**config.mk**
```make
export PLATFORM = sky130hd
export DESIGN_NAME = synth_loader
export DESIGN_NICKNAME = d
export VERILOG_FILES = /design/src/rtl/synth_loader_pkg.sv /design/src/rtl/sl_chunk_asm.sv /design/src/rtl/sl_shift_seq.sv /design/src/rtl/synth_loader.sv
export SDC_FILE = /design/constraint.sdc
export NUM_CORES = 1
export LEC_CHECK = 0
export BUFFER_PORTS_ARGS = -buffer_cell sky130_fd_sc_hd__clkbuf_2
export CAP_MARGIN = 20
export CORE_MARGIN = 2
export CORE_UTILIZATION = 45
export DETAILED_ROUTE_END_ITERATION = 10
export PLACE_DENSITY = 0.65
export REMOVE_ABC_BUFFERS = 1
export SETUP_SLACK_MARGIN = 0.3
export SLEW_MARGIN = 20
export SYNTH_ARGS = -nofsm -noshare
export SYNTH_HDL_FRONTEND = slang
export SYNTH_SLANG_ARGS = --single-unit
```
**constraint.sdc**
```tcl
create_clock -name clk -period 2.3 [get_ports clk]
set_clock_uncertainty 0.05 [all_clocks]
set_input_delay 0.46 -clock clk [delete_from_list [all_inputs] [get_ports clk]]
set_output_delay 0.46 -clock clk [all_outputs]
set_load 0.01 [all_outputs]
```
**src/rtl/synth_loader_pkg.sv**
```systemverilog
package synth_loader_pkg;
  typedef enum logic [2:0] {
    S_IDLE,
    S_SETUP,
    S_HIGH,
    S_LOW,
    S_TAIL,
    S_PULSE
  } seq_state_t;
endpackage

```
**src/rtl/sl_chunk_asm.sv**
```systemverilog
module sl_chunk_asm #(
  parameter int FRAME_W = 21,
  parameter int CHUNK_W = 7
) (
  input  logic               clk,
  input  logic               rst,
  input  logic               abort,
  input  logic               seq_busy,
  input  logic               word_valid,
  input  logic [FRAME_W-1:0] word_data,
  input  logic               chunk_valid,
  input  logic [CHUNK_W-1:0] chunk_data,
  output logic               start,
  output logic [FRAME_W-1:0] frame,
  output logic               assembling,
  output logic               overrun
);
  localparam int NCHUNK = FRAME_W / CHUNK_W;
  localparam int CW     = $clog2(NCHUNK);
  localparam int BUF_W  = FRAME_W - CHUNK_W;
  localparam logic [CW-1:0] LAST_IDX = CW'(NCHUNK - 1);

  logic [CW-1:0]    cnt;
  logic [BUF_W-1:0] held;
  logic             busy_all, word_acc, chunk_acc, last_chunk;

  assign busy_all   = (cnt != '0) | seq_busy;
  assign word_acc   = word_valid & ~busy_all & ~abort;
  assign chunk_acc  = chunk_valid & ~seq_busy & ~word_acc & ~abort;
  assign last_chunk = chunk_acc & (cnt == LAST_IDX);
  assign start      = word_acc | last_chunk;
  assign frame      = word_acc ? word_data : {held, chunk_data};
  assign assembling = (cnt != '0);

  always_ff @(posedge clk) begin
    if (rst) begin
      cnt     <= '0;
      held    <= '0;
      overrun <= 1'b0;
    end else begin
      overrun <= (word_valid & busy_all) | (chunk_valid & (seq_busy | word_acc));
      if (abort || last_chunk) begin
        cnt <= '0;
      end else if (chunk_acc) begin
        cnt  <= cnt + 1'b1;
        held <= {held[BUF_W-CHUNK_W-1:0], chunk_data};
      end
    end
  end
endmodule

```
**src/rtl/sl_shift_seq.sv**
```systemverilog
module sl_shift_seq
  import synth_loader_pkg::*;
#(
  parameter int FRAME_W  = 21,
  parameter int HALF_DIV = 2,
  parameter int HOLD_CYC = 5
) (
  input  logic               clk,
  input  logic               rst,
  input  logic               start,
  input  logic [FRAME_W-1:0] frame,
  input  logic               mode,
  output logic               sclk,
  output logic               sdata,
  output logic               le,
  output logic               busy
);
  localparam int TMAX = (HOLD_CYC > 2*HALF_DIV) ? HOLD_CYC : 2*HALF_DIV;
  localparam int TW   = $clog2(TMAX + 1);
  localparam int BW   = $clog2(FRAME_W);
  localparam logic [TW-1:0] T_HALF  = TW'(HALF_DIV - 1);
  localparam logic [TW-1:0] T_PULSE = TW'(2*HALF_DIV - 1);
  localparam logic [TW-1:0] T_HOLD  = TW'(HOLD_CYC - 1);

  seq_state_t       st;
  logic [FRAME_W-1:0] sh;
  logic [BW-1:0]    left;
  logic [TW-1:0]    tmr;
  logic             mode_q;

  assign busy = (st != S_IDLE);

  always_ff @(posedge clk) begin
    if (rst) begin
      st     <= S_IDLE;
      sclk   <= 1'b0;
      sdata  <= 1'b0;
      le     <= mode;
      sh     <= '0;
      left   <= '0;
      tmr    <= '0;
      mode_q <= 1'b0;
    end else begin
      case (st)
        S_IDLE: begin
          le <= mode;
          if (start) begin
            sh     <= frame;
            sdata  <= frame[FRAME_W-1];
            le     <= 1'b0;
            mode_q <= mode;
            tmr    <= T_HALF;
            left   <= BW'(FRAME_W - 1);
            st     <= S_SETUP;
          end
        end
        S_SETUP, S_LOW: begin
          if (tmr == '0) begin
            sclk <= 1'b1;
            tmr  <= T_HALF;
            st   <= S_HIGH;
          end else tmr <= tmr - 1'b1;
        end
        S_HIGH: begin
          if (tmr == '0) begin
            sclk <= 1'b0;
            if (left == '0) begin
              tmr <= mode_q ? T_HOLD : T_HALF;
              st  <= S_TAIL;
            end else begin
              sh    <= sh << 1;
              sdata <= sh[FRAME_W-2];
              left  <= left - 1'b1;
              tmr   <= T_HALF;
              st    <= S_LOW;
            end
          end else tmr <= tmr - 1'b1;
        end
        S_TAIL: begin
          if (tmr == '0) begin
            le <= 1'b1;
            if (mode_q) st <= S_IDLE;
            else begin
              tmr <= T_PULSE;
              st  <= S_PULSE;
            end
          end else tmr <= tmr - 1'b1;
        end
        S_PULSE: begin
          if (tmr == '0) begin
            le <= 1'b0;
            st <= S_IDLE;
          end else tmr <= tmr - 1'b1;
        end
        default: st <= S_IDLE;
      endcase
    end
  end
endmodule

```
**src/rtl/synth_loader.sv**
```systemverilog
module synth_loader #(
  parameter int FRAME_W  = 21,
  parameter int CHUNK_W  = 7,
  parameter int HALF_DIV = 2,
  parameter int HOLD_CYC = 5
) (
  input  logic               clk,
  input  logic               rst,
  input  logic               abort,
  input  logic               mode,
  input  logic               word_valid,
  input  logic [FRAME_W-1:0] word_data,
  input  logic               chunk_valid,
  input  logic [CHUNK_W-1:0] chunk_data,
  output logic               sclk,
  output logic               sdata,
  output logic               le,
  output logic               busy,
  output logic               overrun
);
  logic               seq_busy, start, assembling;
  logic [FRAME_W-1:0] frame;

  sl_chunk_asm #(.FRAME_W(FRAME_W), .CHUNK_W(CHUNK_W)) u_asm (
    .clk(clk), .rst(rst), .abort(abort), .seq_busy(seq_busy),
    .word_valid(word_valid), .word_data(word_data),
    .chunk_valid(chunk_valid), .chunk_data(chunk_data),
    .start(start), .frame(frame), .assembling(assembling), .overrun(overrun)
  );

  sl_shift_seq #(.FRAME_W(FRAME_W), .HALF_DIV(HALF_DIV), .HOLD_CYC(HOLD_CYC)) u_seq (
    .clk(clk), .rst(rst), .start(start), .frame(frame), .mode(mode),
    .sclk(sclk), .sdata(sdata), .le(le), .busy(seq_busy)
  );

  assign busy = assembling | seq_busy;
endmodule

```
# Yosys cells after proc, flatten, opt, wreduce, memory -nomap -nowiden
# Index checks and enable logic that the tools add are counted.
[totals]
ff_bits = 52
word_cells = 101
in_bits = 34
[classes]
add_sub_neg = 3
bitwise_logic = 17
muxes = 35
n_reduce_logical = 19
n_eq_ne = 16
[op_table]
columns = ["operator", "count"]
rows = [
  ["20-bit 2-to-1 mux", 3],
  ["3-bit 2-to-1 mux", 14],
  ["20-bit one-hot mux with 2 select lines", 1],
  ["3-bit one-hot mux with 5 select lines", 2],
  ["21-bit 2-to-1 mux", 1],
  ["5-bit 2-to-1 mux", 3],
  ["5-bit one-hot mux with 2 select lines", 1],
  ["1-bit AND", 8],
  ["2-bit by 1-bit inequality test with 1-bit output (second input constant)", 4],
  ["4-bit AND reduction", 2],
  ["1-bit 2-to-1 mux", 7],
  ["3-bit by 2-bit equality test with 1-bit output (second input constant)", 2],
  ["3-bit equality test (second input constant)", 2],
  ["3-bit logical NOT", 2],
  ["2-bit inequality test (second input constant)", 3],
  ["3-bit by 2-bit inequality test with 1-bit output (second input constant)", 2],
  ["3-bit AND reduction", 2],
  ["2-bit nonzero test", 3],
  ["5-bit logical NOT", 1],
  ["1-bit inverter", 5],
  ["5-bit AND reduction", 1],
  ["5-bit nonzero test", 1],
  ["5-bit by 1-bit subtractor with 5-bit output (second input constant)", 1],
  ["1-bit bitwise OR", 4],
  ["other kinds (12)", 15],
]

# Longest topological paths before layout
[logic_depth]
depth_word = 13
ltp_mapped = 8
mapped_depth_nobuf = 7

# Hierarchy
# Synthesis repeated with hierarchy kept, for this count alone.
[unflattened]
cells_unflattened = 339
hier_area_um2 = 2992.9
[modules_own_cells]
columns = ["module", "cells_each", "area_each_um2", "seq_area_each_um2", "n_inst"]
rows = [
  ["sl_shift_seq", 226, 1921.8, 710.7, 1],
  ["sl_chunk_asm", 112, 1064.8, 340.3, 1],
  ["synth_loader", 1, 6.3, 0.0, 1],
]

# Worst setup path after synthesis
# No wires, ideal clock.
[synth_timing]
kind = "reg-to-reg"
startpoint = "reg u_seq.tmr[0]"
endpoint = "reg u_seq.sdata"
slack_ps = 532
path_buffers = 1
synth_period_minus_slack_ps = 1768
stages_incl_launch_ff = 9
arrival_ps = 1602
setup_time_ps = 117
path_cell_list = "dfxtp_1 -> inv_1 -> ha_1 -> nand4bb_1 -> nor3_2 -> or2_4 -> nor2_4 -> buf_6 -> a22o_1"
[synth_between]
elab_chain_cells = 3
[synth_rtl]
columns = ["item", "line", "text"]
rows = [
  ["start, declared", "sl_shift_seq.sv:28", "logic [TW-1:0] tmr;"],
  ["start signal, assigned", "sl_shift_seq.sv:62", "end else tmr <= tmr - 1'b1;"],
  ["start signal, assigned", "sl_shift_seq.sv:68", "tmr <= mode_q ? T_HOLD : T_HALF;"],
  ["start signal, assigned", "sl_shift_seq.sv:77", "end else tmr <= tmr - 1'b1;"],
  ["3-bit logical NOT", "sl_shift_seq.sv:65", "if (tmr == '0) begin"],
  ["2-bit by 1-bit inequality test with 1-bit output (no line)", "n/a", ""],
  ["4-bit AND reduction (no line)", "n/a", ""],
  ["end signal, assigned", "sl_shift_seq.sv:49", "sdata <= frame[FRAME_W-1];"],
  ["end signal, assigned", "sl_shift_seq.sv:72", "sdata <= sh[FRAME_W-2];"],
  ["end, declared", "sl_shift_seq.sv:14", "output logic sdata,"],
]
# No other way between the ends.
# A chain may end at the register's enable or synchronous reset.

# Worst setup path after layout
[layout_timing]
startpoint = "reg u_seq.tmr[0]"
endpoint = "reg u_seq.sh[13]"
[layout_between]
elab_chain_cells = 3
[layout_rtl]
columns = ["item", "line", "text"]
rows = [
  ["3-bit logical NOT", "sl_shift_seq.sv:65", ""],
  ["2-bit by 1-bit inequality test with 1-bit output (no line)", "n/a", ""],
  ["4-bit AND reduction (no line)", "n/a", ""],
  ["end signal, assigned", "sl_shift_seq.sv:48", "sh <= frame;"],
  ["end signal, assigned", "sl_shift_seq.sv:71", "sh <= sh << 1;"],
  ["end, declared", "sl_shift_seq.sv:26", "logic [FRAME_W-1:0] sh;"],
]
# No other way between the ends.

==> run metrics <==
outcome complete, no violations; vias in the first global route between 2,000 and 2,500; initial antenna violation count 0; max-slew violations 0; MaxCap Viol Count 0; Final Cycle Share 0.850; DR iter-0 viols 108; hold buffers post-CTS 0; IO Pins 39; ys async rst share 0; Fmax between 0.5 and 0.6 GHz; TritonCTS clock tree built; Die X 80.3 um; post-synthesis cell count 317; Worst Setup End Kind flop; Total Wirelength 6110 um; Crit path max-delay family simple AND/OR/NAND/NOR gates; CP max FO 10; I/O Buffers 38; Worst R2R Start u_seq.tmr[0]; Die Y 80.3 um; Initial Util 0.470; netlist area before placement 2620 um2; DP HPWL 4090 um; routed len/inst around 14 um; CORE AREA around 5600 um2; Worst-Margin Slew 0.530 ns; Detail Route Antenna Nets 0; clock net sink count 52; fin util 0.556; EDFF count, synth 1; grt total ovfl 0; Yosys top cell area share 0.390; first-pass GRT wire length slightly below 10,000 um; share of cells above drive strength 1 0.212; Hold WC Path Type input pin to flop; worst path bufs/invs 3; P_leak approximately 1.4 nW; Final Hold Viols 0; full die area 6450 um2; floorplan row count 27; Slew headroom 0.646; commonest cells after routing, fill and taps aside nor2_1, a21oi_1, dfxtp_1; area grow syn2layout 18.3%; Worst EP required roughly 2.5 ns; Total GRT Usage 0.195; worst hold start abort; crit path launch u_seq.tmr[0]; Final #Nets 397; largest area contributor in the synthesized netlist dfxtp_1; setup TNS 0 ns; top cells by area, synth dfxtp_1, a21oi_1, nor2_1; Clock Tree Root clkbuf_8; worst vdd ir 0.560 mV; Worst-path clk slew 0.10 ns; #FFs+latches synth 52; Synth Flop Type dfxtp_1; min Tclk post-route 1.96 ns; Worst EP arrival between 2 and 2.5 ns; RSZ-0062 raised after global routing yes; via count 2,364; DRT Pass-1 Iters 4; largest net degree at the start of global routing 24; FILL cells between 500 and 600; placed cell count between 400 and 500; # DRC 0; syn avg cell area 8.26 um2; Final Wtd Congestion ~0.79; Placement Cell Area about 2900 um2; Skew-Pair Late Insertion Delay 0.31 ns; drt via density between 5 and 6; final setup vio count 0; TritonCTS buffer count 5; sequential fraction of the synthesis area 0.401; CTS HTree Levels 2; synth unique cells 43; Crit Path Category flop to flop; fin cells 430; crit-path cells inv_1 > ha_2 > nand4bb_4 > nor3_4 > buf_4 > or2_4 > nor2_4 > clkbuf_16 > a22o_1; Power Dens Cells 1050 nW/um2; number of diodes 0; yosys synthesis warning count 0; startpoint types flop; slowest CP cell dfxtp_1; Critical Path Max Stage Delay 0.32 ns; clk buf depth 2; post-route cell area between 3000 and 4000 um2
[power by group]
group / switching, mW / internal [mW] / leakage [nW] / total (mW)
clock: 0.318 / 0.329 / 0.0558 / 0.647
combinational: 0.805 / 0.618 / 0.900 / 1.42
sequential: 0.125 / 1.06 / 0.425 / 1.18
[registers in the layout, indices dropped and copies added (netlist names)]
name and cells:
u_seq.tmr 3, u_asm.held 14, u_seq.mode_q 1, u_seq.sh 20
u_asm.overrun 1, u_seq.sclk 1, u_seq.le 1, u_seq.left 5
u_seq.sdata 1, u_seq.st 3, u_asm.cnt 2
[cells in the mapped netlist (2+ instances only)]
library cell,number
a22o_1,21
o21bai_1,2
inv_1,7
nand3_1,4
nand2_1,33
o31ai_1,2
mux2i_1,18
nor2_1,53
nor2b_1,4
nor3_1,4
nand2b_1,5
ha_1,6
dfxtp_1,51
a211oi_1,5
nor3_2,2
nor3b_1,2
clkbuf_1,10
nand3b_1,2
a21oi_1,53
buf_6,2
buf_2,7
o21ai_0,2
a311oi_1,2
[metal layers]
layer | wire length (um) | global-route usage | up-vias
met4 | 99 | 0.0695 | 0
met5 | 0 | 0 | -
li1 | - | - | 1197
met1 | 2880 | 0.256 | 1114
met2 | 2890 | 0.322 | 44
met3 | 235 | 0.0360 | 9
[stage by stage]
step | total power, mW | worst slack (ns) | hold slack (ns)
final | 3.25 | 0.344 | 0.320
after global routing | 3.51 | 0.257 | 0.324
after CTS | 3.17 | 0.331 | 0.323
after detailed placement | 2.51 | 0.302 | 0.415
after global placement | 2.50 | 0.376 | 0.410
after floorplan | 2.13 | 0.203 | 0.394
[repair_timing]
| action | in CTS | in global routing |
|---|---|---|
| buffers inserted | 0 | 1 |
| gates resized for setup | 0 | 15 |
| endpoints found under the setup margin | 0 | 26 |
[worst paths after layout]
check,end,slack [ns],cells past startpoint
max,u_seq.sh[13],0.34,9
min,u_asm.cnt[1],0.32,2
max reg2reg,u_seq.sh[13],0.34,9
min reg2reg,u_asm.cnt[1],0.43,2
[cells by family (layout without fill, tap and decap cells)]
logic type               after synthesis  count (layout)  share of synthesized area
buffers and inverters                 27              68                     0.0492
flip-flops                            52              52                      0.401
adder cells (fa/ha/maj)                6               6                     0.0287
multiplexers                          18              18                     0.0688
AND/OR/NAND/NOR                      119             119                      0.217
AO/OA/AOI/OAI                         95              95                      0.235
[worst register-to-register path: cells and delay by family (launching register included)]
| family | cells | cell delay (ns) |
|---|---|---|
| compound gates | 1 | 0.23 |
| flops | 1 | 0.32 |
| simple gates | 4 | 0.59 |
| buf+inv | 3 | 0.43 |
| fa+ha+maj | 1 | 0.24 |
[final cells by class]
cell class,instances,area [um2],share of cell area
Sequential cell,52,1050,0.340
Clock buffer,6,72.6,0.0234
Inverter,7,26.3,0.00848
Multi-Input combinational cell,238,1480,0.478
Timing Repair Buffer,53,337,0.109
Clock inverter,2,38.8,0.0125
Tap cell,72,90.1,0.0291
(Power assumes the default switching activity.)
